==> src/rtl/mash3_pkg.sv <==
package mash3_pkg;

  typedef logic signed [2:0] term_t;
  typedef logic signed [3:0] code_t;

  // delay-and-subtract applied once to a carry stream
  function automatic term_t first_diff(input logic now_b, input logic prev_b);
    term_t r;
    r = 3'sd0;
    if (now_b)  r = r + 3'sd1;
    if (prev_b) r = r - 3'sd1;
    return r;
  endfunction

  // delay-and-subtract applied twice
  function automatic term_t second_diff(input logic now_b, input logic d1_b, input logic d2_b);
    term_t r;
    r = 3'sd0;
    if (now_b) r = r + 3'sd1;
    if (d1_b)  r = r - 3'sd2;
    if (d2_b)  r = r + 3'sd1;
    return r;
  endfunction

  function automatic code_t combine(input logic c1, input term_t t2, input term_t t3);
    code_t r;
    r = code_t'(t2) + code_t'(t3);
    if (c1) r = r + 4'sd1;
    return r;
  endfunction

endpackage

==> src/rtl/mash3_stage.sv <==
module mash3_stage #(
  parameter int W = 16
) (
  input  logic         clk,
  input  logic         rst,
  input  logic         en,
  input  logic [W-1:0] din,
  output logic         carry,
  output logic [W-1:0] resid
);

  logic [W-1:0] acc_q;
  logic [W:0]   sum;

  always_comb begin
    sum = {1'b0, acc_q} + {1'b0, din};
  end

  assign carry = sum[W];
  assign resid = sum[W-1:0];

  always_ff @(posedge clk) begin
    if (rst)     acc_q <= '0;
    else if (en) acc_q <= resid;
  end

endmodule

==> src/rtl/mash3_diff.sv <==
module mash3_diff
  import mash3_pkg::*;
#(
  parameter int ORDER = 1
) (
  input  logic  clk,
  input  logic  rst,
  input  logic  en,
  input  logic  bit_in,
  output term_t term
);

  if (ORDER == 1) begin : g_first
    logic d1_q;
    always_ff @(posedge clk) begin
      if (rst)     d1_q <= 1'b0;
      else if (en) d1_q <= bit_in;
    end
    assign term = first_diff(bit_in, d1_q);
  end else begin : g_second
    logic d1_q, d2_q;
    always_ff @(posedge clk) begin
      if (rst) begin
        d1_q <= 1'b0;
        d2_q <= 1'b0;
      end else if (en) begin
        d1_q <= bit_in;
        d2_q <= d1_q;
      end
    end
    assign term = second_diff(bit_in, d1_q, d2_q);
  end

endmodule

==> src/rtl/mash3_fill.sv <==
module mash3_fill #(
  parameter int FILL_LEN = 2
) (
  input  logic clk,
  input  logic rst,
  input  logic en,
  output logic primed
);

  localparam int CW = $clog2(FILL_LEN + 1);

  logic [CW-1:0] cnt_q;

  assign primed = (cnt_q == CW'(FILL_LEN));

  always_ff @(posedge clk) begin
    if (rst)                 cnt_q <= '0;
    else if (en && !primed)  cnt_q <= cnt_q + 1'b1;
  end

endmodule

==> src/rtl/mash3_shaper.sv <==
module mash3_shaper
  import mash3_pkg::*;
#(
  parameter int IN_W = 16
) (
  input  logic                   clk,
  input  logic                   rst,
  input  logic                   smp_en,
  input  logic signed [IN_W-1:0] smp_in,
  output logic                   out_valid,
  output logic signed [3:0]      out_code
);

  localparam int STAGES   = 3;
  localparam int FILL_LEN = STAGES - 1;

  logic [IN_W-1:0]   chain [0:STAGES];
  logic [STAGES-1:0] carry;
  term_t             terms [1:STAGES-1];
  code_t             code_next;
  logic              primed;
  logic              unused_tail;

  // offset-binary view of the signed sample
  function automatic logic [IN_W-1:0] to_offset(input logic signed [IN_W-1:0] v);
    return {~v[IN_W-1], v[IN_W-2:0]};
  endfunction

  assign chain[0]    = to_offset(smp_in);
  assign unused_tail = ^chain[STAGES];

  for (genvar i = 0; i < STAGES; i++) begin : g_stage
    mash3_stage #(.W(IN_W)) u_stage (
      .clk   (clk),
      .rst   (rst),
      .en    (smp_en),
      .din   (chain[i]),
      .carry (carry[i]),
      .resid (chain[i+1])
    );
  end

  for (genvar k = 1; k < STAGES; k++) begin : g_diff
    mash3_diff #(.ORDER(k)) u_diff (
      .clk    (clk),
      .rst    (rst),
      .en     (smp_en),
      .bit_in (carry[k]),
      .term   (terms[k])
    );
  end

  mash3_fill #(.FILL_LEN(FILL_LEN)) u_fill (
    .clk    (clk),
    .rst    (rst),
    .en     (smp_en),
    .primed (primed)
  );

  assign code_next = combine(carry[0], terms[1], terms[2]);

  always_ff @(posedge clk) begin
    if (rst) begin
      out_valid <= 1'b0;
      out_code  <= '0;
    end else begin
      out_valid <= smp_en && primed;
      if (smp_en) out_code <= code_next;
    end
  end

endmodule

==> config.mk <==
export PLATFORM = sky130hd
export DESIGN_NAME = mash3_shaper
export DESIGN_NICKNAME = d
export VERILOG_FILES = /design/src/rtl/mash3_pkg.sv /design/src/rtl/mash3_stage.sv /design/src/rtl/mash3_diff.sv /design/src/rtl/mash3_fill.sv /design/src/rtl/mash3_shaper.sv
export SDC_FILE = /design/constraint.sdc
export NUM_CORES = 1
export LEC_CHECK = 0
export BUFFER_PORTS_ARGS = -buffer_cell sky130_fd_sc_hd__clkbuf_2
export CAP_MARGIN = 20
export CORE_MARGIN = 2
export CORE_UTILIZATION = 29
export DETAILED_ROUTE_END_ITERATION = 10
export PLACE_DENSITY_LB_ADDON = 0.25
export SYNTH_ARGS = -nofsm -noshare
export SYNTH_HDL_FRONTEND = slang
export SYNTH_SLANG_ARGS = --single-unit
==> constraint.sdc <==
create_clock -name clk -period 15 [get_ports clk]
set_clock_uncertainty 0.1 [all_clocks]
set_input_delay 1.5 -clock clk [delete_from_list [all_inputs] [get_ports clk]]
set_output_delay 1.5 -clock clk [all_outputs]
set_load 0.01 [all_outputs]
# After elaboration in Yosys (flattened, before gate mapping)
# Cells that the tools add are included.
[word_totals]
regBits = 58
word_cells = 29
in_bits = 19
out_inout_bits = 5
[classes]
n_eq_ne = 1
n_bitwise = 1
muxes = 6
addsub = 9
reduce_logical = 3
[op_table]
columns = ["op", "n"]
rows = [
  ["adder 16 x 16 -> 17 bit", 3],
  ["2-to-1 mux 3 bit", 3],
  ["adder 3 x 3 -> 4 bit", 1],
  ["adder 4 x 2 -> 4 bit, second input constant", 1],
  ["2-to-1 mux 4 bit", 1],
  ["adder 3 x 2 -> 3 bit, second input constant", 1],
  ["subtractor 1 x 2 -> 3 bit, second input constant", 1],
  ["adder 2 x 1 -> 2 bit, second input constant", 1],
  ["equality test 2 bit, second input constant", 1],
  ["logical AND 1 bit", 2],
  ["2-to-1 mux 1 bit", 2],
  ["subtractor 1 x 1 -> 2 bit, second input constant", 1],
  ["logical NOT 1 bit", 1],
  ["inverter 1 bit", 1],
]

# Logic depth before layout (Yosys ltp)
# Gate-level depths: netlist (run 1).
[depth]
word_depth = 12
mapped_depth = 27
depth_no_buf = 27

# Hierarchy
# Synthesis (run 1) repeated with hierarchy kept, for this count alone.
[unflattened]
cells_unflattened = 551
hier_area_um2 = 4819.6
[by_module_without_submodules]
columns = ["mod", "area_each_um2", "seq_area_each_um2", "n_inst", "cells_per_inst"]
rows = [
  ["mash3_stage at g_stage[1].u_stage ...", 1402.6, 320.3, 2, 163],
  ["mash3_stage at g_stage[0].u_stage", 1397.6, 320.3, 1, 163],
  ["mash3_shaper", 319.1, 100.1, 1, 32],
  ["mash3_fill", 120.1, 40.0, 1, 11],
  ["mash3_diff at g_diff[2].u_diff", 116.4, 40.0, 1, 12],
  ["mash3_diff at g_diff[1].u_diff", 61.3, 20.0, 1, 7],
]

# Worst setup path before layout (run 1)
# OpenSTA, ideal clock, no wires.
[synth_path]
path_kind = "input-to-reg"
startpoint = "in smp_in[0]"
endpoint = "reg out_code[3]"
cell_stages = 25
arrival_ns = 7.029
n_path_buf = 0
setup_time_ns = 0.074
slack_ns = 7.796
path_cell_list = "ha_1 > fa_1 > a211oi_1 > o211ai_1 > a31oi_2 > xnor2_1 > ha_1 > a21o_1 > a21o_1 > a41o_1 > a211o_1 > o21ai_0 > nor3_1 > ha_1 > o2111a_1 > a221oi_2 > ha_1 > a21oi_1 > ha_1 > a21oi_1 > nand3_1 > o21ai_0 > or4_1 > mux2_1 > a31oi_1"
[synth_lines]
columns = ["element", "line", "source"]
rows = [
  ["start: declaration", "mash3_shaper.sv:9", "input logic signed [IN_W-1:0] smp_in,"],
  ["end signal: assignment", "mash3_shaper.sv:68", "if (smp_en) out_code <= code_next;"],
  ["end: declaration", "mash3_shaper.sv:11", "output logic signed [3:0] out_code"],
]

==> results of run 1 <==
[where the power goes]
group	switching, mW	internal (mW)	leakage (nW)	total [mW]
Clock	0.0725	0.137	0.147	0.210
Sequential	0.0267	0.198	0.479	0.225
Combinational	0.470	0.340	1.80	0.810
[cell usage in the layout, fill, tap and decap left out, types with 3 or more instances in the layout]
cell                        count
sky130_fd_sc_hd__nand4_1        3
sky130_fd_sc_hd__xnor2_1       22
sky130_fd_sc_hd__nor2_1        61
sky130_fd_sc_hd__and4_1         3
sky130_fd_sc_hd__nor4b_1        6
sky130_fd_sc_hd__clkbuf_1       3
sky130_fd_sc_hd__or3_1          3
sky130_fd_sc_hd__a21o_1        14
sky130_fd_sc_hd__a31o_2        12
sky130_fd_sc_hd__buf_4          4
sky130_fd_sc_hd__clkbuf_16      9
sky130_fd_sc_hd__o21ai_0       21
sky130_fd_sc_hd__xor2_1        12
sky130_fd_sc_hd__fa_1           4
sky130_fd_sc_hd__clkbuf_2      23
sky130_fd_sc_hd__and3_1        21
sky130_fd_sc_hd__nor3_1        17
sky130_fd_sc_hd__o21ai_1        3
sky130_fd_sc_hd__o21bai_1       6
sky130_fd_sc_hd__mux2i_1       20
sky130_fd_sc_hd__a311o_1        8
sky130_fd_sc_hd__o211ai_1       6
sky130_fd_sc_hd__nand2_1       47
sky130_fd_sc_hd__dfxtp_1       58
sky130_fd_sc_hd__nand3_1       13
sky130_fd_sc_hd__a211oi_1      13
sky130_fd_sc_hd__o221ai_1       3
sky130_fd_sc_hd__nor4_1         8
sky130_fd_sc_hd__ha_1          58
sky130_fd_sc_hd__inv_1         13
sky130_fd_sc_hd__a21oi_1       40
sky130_fd_sc_hd__o21a_1         7
sky130_fd_sc_hd__a211o_1        4
sky130_fd_sc_hd__a31oi_1        8
[Yosys cell counts, drive strengths merged, types with 12 or more instances]
cell type,count
a211oi,14
dfxtp,58
inv,14
nor3,17
xnor2,22
nand3,13
mux2i,20
nor2,61
a21o,14
xor2,12
clkbuf,18
and3,21
nand2,47
o21ai,25
a21oi,41
ha,58
a31o,12
[cell type report]
type                       instances  area, µm²  share of cell area
multi-input combinational        480       3480               0.643
sequential                        58       1160               0.214
tap                              220        275              0.0508
clock buffer                      14        264              0.0488
timing repair buffer              27        145              0.0268
inverter                          14       52.6             0.00970
clock inverter                     2       35.0             0.00647
[cell families after synthesis]
kind of cell | after synthesis
fa+ha+maj | 62
xor+xnor | 34
flops | 58
mux | 23
simple gates | 197
compound gates | 164
buf+inv | 43
[worst max path at each step]
stage / start / end / slack [ns]
after floorplan: smp_in[0] / out_code[3] / 7.80
after global placement: smp_in[0] / out_code[3] / 6.97
after detailed placement: smp_in[0] / out_code[3] / 6.93
after CTS: smp_in[0] / out_code[3] / 7.26
after global routing: smp_in[0] / out_code[3] / 6.76
final: smp_in[0] / out_code[3] / 7.22
[sequential cells by signal (all words and copies together), names as in the netlist]
name                         count
g_diff.u_diff.g_second.d2_q      1
out_code                         4
out_valid                        1
u_fill.cnt_q                     2
g_diff.u_diff.g_first.d1_q       1
g_stage.u_stage.acc_q           48
g_diff.u_diff.g_second.d1_q      1
[through the flow]
stage / setup slack (ns) / utilization
6_report: 7.22 / 0.330
3_5_place_dp: 6.93 / 0.312
2_1_floorplan: 7.80 / -
3_3_place_gp: 6.97 / 0.312
5_1_grt: 6.76 / 0.330
4_1_cts: 7.26 / 0.330
[per-layer routing]
| metal | vias to the layer above | wire, µm |
|---|---|---|
| met5 | - | 0 |
| met2 | 69 | 5650 |
| met3 | 21 | 431 |
| li1 | 2191 | - |
| met1 | 2041 | 6180 |
| met4 | 0 | 191 |
[tightest hold or removal path, cell delays in order (launching register included)]
cell	delay (ns)
sky130_fd_sc_hd__dfxtp_1	0.31
sky130_fd_sc_hd__nand2_1	0.06
sky130_fd_sc_hd__a31oi_1	0.06
==> metrics.txt, run 1 <==
GRT met2 Usage=0.233; post-detailed-route DRC marker count=0; Clk Latency, worst-skew pair=0.34 ns; register bit count reported by yosys=58; Layout Nets=671; relative max-transition margin=0.454; Syn Nets=662; # setup viols final=0; DRC violation total after the first TritonRoute iteration=164; area enclosed by the die boundary=0.0176 mm²; clock tree from TritonCTS=done; share of the synthesized area in the top cell type=0.241; slack of the worst reg-to-reg path=8.16 ns; worst hold path type=register to register; hold path startpoint=out_code[3]; count of placed standard cells including taps=799; number of library cell types mapped by synthesis=65; post-CTS clock slew at the launch and capture registers of the worst setup and hold paths=0.05 ns; largest family of logic cells by synthesized area=compound AO/OA/AOI/OAI gates; Static Leak=2.43 nW; Post-synth EDFFs=0; final count of hold timing violations=0; setup repair after global routing missed its margin=no; post-DR vias/cell=5.30; H-tree lvl count=3; crit-path most repeated cell=sky130_fd_sc_hd__ha_1; mux share of post-synthesis cell area=0.0486; critical setup path kind=input port to register; number of top-level pins=24; type of origin of the critical path=input port; share of synthesized cell area in and, or, nand and nor gates=0.204; Syn Area/Cell=8.28 µm²; Async S/R FF share, synth=0; global route hottest layer=met2; final non-filler cell area=0.00542 mm²; total stage count of the critical path=28; routed length per placed instance=15.3 µm; Synth area leaders=sky130_fd_sc_hd__dfxtp_1 24%, sky130_fd_sc_hd__ha_1 15%, sky130_fd_sc_hd__nor2_1 4.8%, sky130_fd_sc_hd__a21oi_1 4.2%, sky130_fd_sc_hd__mux2i_1 4.2%; WP data required=15.16 ns; Post-Synth Adder-Cell Area=0.167; DP Wirelength=9.01 mm; largest net degree at the start of global routing=64; kind of cell adding the most delay to the critical path=compound AO/OA/AOI/OAI gates; TritonRoute pass-1 iters=5; Syn Inst Count=581; share of post-route cells with drive strength above 1=0.108; Die Height=133 µm; Longest Clk Path Bufs=2; aggregate negative setup slack=0 ns; residual antenna-violating net count after detailed routing=0; grt met3 use=0.0310; buffering stage count on the worst path with inverters included=1; Min-Delay Path Depth=2; width of the die=133 µm; GRT Residual Overflow=0; outcome=finished clean; CTS buffer count=9; Worst-Margin Slew=0.819 ns; max incr delay on CP=0.48 ns; Period Utilization, post-route=0.519; power density cells=230 mW/mm²; synthesized-area fraction occupied by xor and xnor cells=0.0619; number of global-route vias before repair=4,175; count of buffers from port buffering=23; share of synthesized area occupied by flip-flops and latches=0.241; total inserted antenna cells=0; Slowest cell on crit path=sky130_fd_sc_hd__or4_1; RR Startpoint=g_stage[0].u_stage.acc_q[0]; Peak VDD IR=107 µV; number of post-CTS setup repair buffers=0; Resized cells post-CTS=0; depth of the worst register-to-register path=27; Final min period=7.78 ns; area of the mapped netlist=0.00481 mm²; overall fraction of global-route tracks in use=0.147; Routed WL=12.5 mm; cell at the root of the clock tree=sky130_fd_sc_hd__clkbuf_16; Initial Util=0.293; Compound-Gate Fraction of Synth Area=0.242; cell row count=47; met1 Track Usage GR=0.198; placed instance area=0.00512 mm²; end point of the worst hold path=out_code[3]; Sink Count=58; number of standard cells in the layout, taps in and fillers out=815; WP data arrival=7.95 ns; count of filler cells inserted in the layout=1,715; worst slack on hold paths=0.383 ns; max-slew violations=0; kind of capture point of the worst setup path=register; total power after layout=1.24 mW; final estimated routing congestion in global placement=0.876; antenna violations before repair=0; reported max-cap violation count=0; main flop type after synthesis=sky130_fd_sc_hd__dfxtp_1; cts-stage hold buffer count=0; Synth-to-Final Area Change=12.5%; number of vias in the routed layout=4,322; post-synthesis cell type with the largest combined area=sky130_fd_sc_hd__dfxtp_1; critical path peak fanout=6; first-pass GRT wire length=21.0 mm; worst flop-to-flop path endpoint=out_code[3]; core outline area=0.0164 mm²; Synth Warn #=0; highest clock frequency the design can meet=128 MHz
(Power assumes the default switching activity.)
==> inputs of run 2 (changes only) <==
==> constraint.sdc (replaced) <==
create_clock -name clk -period 7.3 [get_ports clk]
set_clock_uncertainty 0.1 [all_clocks]
set_input_delay 0.73 -clock clk [delete_from_list [all_inputs] [get_ports clk]]
set_output_delay 0.73 -clock clk [all_outputs]
set_load 0.01 [all_outputs]
==> run 2 against run 1 <==
  * Via count about the same
  * Cell count increased by 0.61%
  * Sequential power up 100%
  * Total power grew 110%
  * Critical path type unchanged
  * Flip-flop and latch count did not move
  * Highest routed layer unchanged
  * First-iteration DRC count up 20%
  * Wire length fell by 1.9%
  * Combinational power up 110%
  * Worst hold slack improved by 0.0021 ns
  * Worst setup slack lost 6.8 ns
==> metrics.txt, run 2 (synthesized netlist as in run 1, its figures left out) <==
crit-path most repeated cell=sky130_fd_sc_hd__ha_1; setup repair after global routing missed its margin=no; first-pass GRT wire length=21.0 mm (about the same); max-slew violations=0 (unchanged); hold path startpoint=out_code[3]; Routed WL=12.2 mm (-1.9%); worst setup slack after placement=0.179 ns (-6.75 ns); antenna violations before repair=0 (unchanged); switch share=0.455 (-0.00286); endpoint of the worst setup timing path=out_code[3]; Peak VDD IR=274 µV (+160%); power share of the clock group=0.168 (about the same); area enclosed by the die boundary=0.0176 mm² (unchanged); share of post-route cells with drive strength above 1=0.122 (+0.0141); GRT met2 Usage=0.233 (unchanged); cell at the root of the clock tree=sky130_fd_sc_hd__clkbuf_16; count of filler cells inserted in the layout=1,715 (unchanged); number of post-CTS setup repair buffers=0 (unchanged); Synth-to-Final Area Change=13.6%; number of global-route vias before repair=4,231 (+1.3%); max incr delay on CP=0.48 ns (about the same); Final WS setup=0.441 ns (-6.77 ns); core outline area=0.0164 mm² (unchanged); cell row count=47 (unchanged); # setup viols final=0 (unchanged); combinational fraction of design power=0.653 (+0.002); relative max-transition margin=0.439 (-0.0153); register ranked first by flip-flop count=g_stage.u_stage.acc_q; final design utilization=0.333 (+0.00305); critical path peak fanout=4 (-2); Period Utilization, post-route=0.940; DP Wirelength=8.75 mm (-2.8%); overall fraction of global-route tracks in use=0.147 (about the same); slack of the worst reg-to-reg path=0.62 ns (-7.54 ns); number of vias in the routed layout=4,319 (-0.069%); highest clock frequency the design can meet=146 MHz; total inserted antenna cells=0 (unchanged); most frequent cells in the layout=61 x sky130_fd_sc_hd__nor2_1, 58 x sky130_fd_sc_hd__ha_1, 58 x sky130_fd_sc_hd__dfxtp_1; Static Leak=2.46 nW (+1.2%); cts-stage hold buffer count=0 (unchanged); worst flop-to-flop path endpoint=out_code[3]; outcome=finished clean; Slowest cell on crit path=sky130_fd_sc_hd__or4_1; post-DR vias/cell=5.27 (-0.68%); Resized cells post-CTS=0 (unchanged); aggregate negative setup slack=0 ns (unchanged); largest net degree at the start of global routing=64 (unchanged); grt met3 use=0.0188 (-0.0123); H-tree lvl count=3 (unchanged); Longest Clk Path Bufs=2 (unchanged); CTS buffer count=9 (unchanged); GRT Residual Overflow=0 (unchanged); width of the die=133 µm (unchanged); source of the critical timing path=smp_in[0]; final count of hold timing violations=0 (unchanged); power spent charging and discharging nets=1.17 mW (+110%); power density cells=472 mW/mm² (+110%); type of origin of the critical path=input port; largest registers=g_stage.u_stage.acc_q x48, out_code x4, u_fill.cnt_q x2; met1 Track Usage GR=0.198 (about the same); depth of the worst register-to-register path=26 (-3.7%); clock tree from TritonCTS=done; WP data arrival=7.02 ns (-0.93 ns); WP data required=7.46 ns (-7.70 ns); post-detailed-route DRC marker count=0 (unchanged); kind of capture point of the worst setup path=register; Sink Count=58 (unchanged); number of standard cells in the layout, taps in and fillers out=820 (+0.61%); number of top-level pins=24 (unchanged); Layout Nets=676 (+0.75%); routed length per placed instance=14.9 µm (-2.5%); Die Height=133 µm (unchanged); count of buffers from port buffering=23 (unchanged); Worst-Margin Slew=0.842 ns (+0.0230 ns); Internal Pwr Total=1.41 mW (+110%); global route hottest layer=met2; RR Startpoint=g_stage[0].u_stage.acc_q[0]; commonest non-fill, non-tap cell in the layout=sky130_fd_sc_hd__nor2_1; total stage count of the critical path=27 (-3.6%); TritonRoute pass-1 iters=4 (-1); Seq pwr share=0.178 (-0.003); reported max-cap violation count=0 (unchanged); critical setup path kind=input port to register; worst hold path type=register to register; DRC violation total after the first TritonRoute iteration=197 (+20%); residual antenna-violating net count after detailed routing=0 (unchanged); Final min period=6.86 ns; Initial Util=0.293 (unchanged); kind of cell adding the most delay to the critical path=compound AO/OA/AOI/OAI gates; post-CTS clock slew at the launch and capture registers of the worst setup and hold paths=0.05 ns (about the same); final estimated routing congestion in global placement=0.840 (-4.1%); Clk Latency, worst-skew pair=0.34 ns (about the same); count of placed standard cells including taps=804 (+0.63%); max FFs per register=48 (unchanged); buffering stage count on the worst path with inverters included=2 (+1)
## run 2: cell types whose count changed in the layout (fill, tap and decap cells not counted)
cell                         before  now
sky130_fd_sc_hd__buf_4            4    9
sky130_fd_sc_hd__clkbuf_1         3    0
sky130_fd_sc_hd__clkinv_2         1    3
sky130_fd_sc_hd__clkinvlp_4       0    1
sky130_fd_sc_hd__nor4_1           8    7
sky130_fd_sc_hd__nor4_2           0    1
## run 2: cell type report
class / count / area [µm²] / share of cell area
sequential: 58 / 1160 / 0.212
clock inverter: 5 / 52.6 / 0.00962
timing repair buffer: 32 / 183 / 0.0334
multi-input combinational: 480 / 3490 / 0.638
clock buffer: 11 / 253 / 0.0462
tap: 220 / 275 / 0.0504
inverter: 14 / 52.6 / 0.00962
## run 2: worst min path at each step
stage	end	slack, ns	depth (start not counted)
floorplan	g_stage[2].u_stage.acc_q[9]	0.35	2
global placement	g_stage[2].u_stage.acc_q[9]	0.37	2
detailed placement	out_code[3]	0.37	2
CTS	out_code[3]	0.38	2
global route	g_stage[2].u_stage.acc_q[8]	0.41	1
finish	out_code[3]	0.39	2
## run 2: power groups by stage
stage               registers [mW]  clock network [mW]  logic [mW]
floorplan                    0.454                   0        1.32
CTS                          0.462               0.450        1.69
finish                       0.460               0.434        1.69
global placement             0.464                   0        1.66
global route                 0.472               0.463        1.90
detailed placement           0.467                   0        1.67
## run 2: worst min-delay path: cells and delay by family, from the launching register on
kind,cells,cell delay (ns)
and+or+nand+nor,1,0.06
DFF,1,0.31
AOI/OAI and AO/OA,1,0.06
## run 2: metal layers
layer,wire length (µm),part of all wire
met5,0,0
met4,314,0.026
met3,284,0.023
met2,5420,0.44
met1,6200,0.51
## run 2: stage by stage
stage / power (mW) / instance area (µm²) / hold slack [ns]
after global placement: 2.13 / 5150 / 0.368
after global routing: 2.84 / 5470 / 0.411
after floorplan: 1.77 / 4810 / 0.349
after detailed placement: 2.14 / 5150 / 0.374
final: 2.58 / 5470 / 0.386
after CTS: 2.60 / 5460 / 0.383
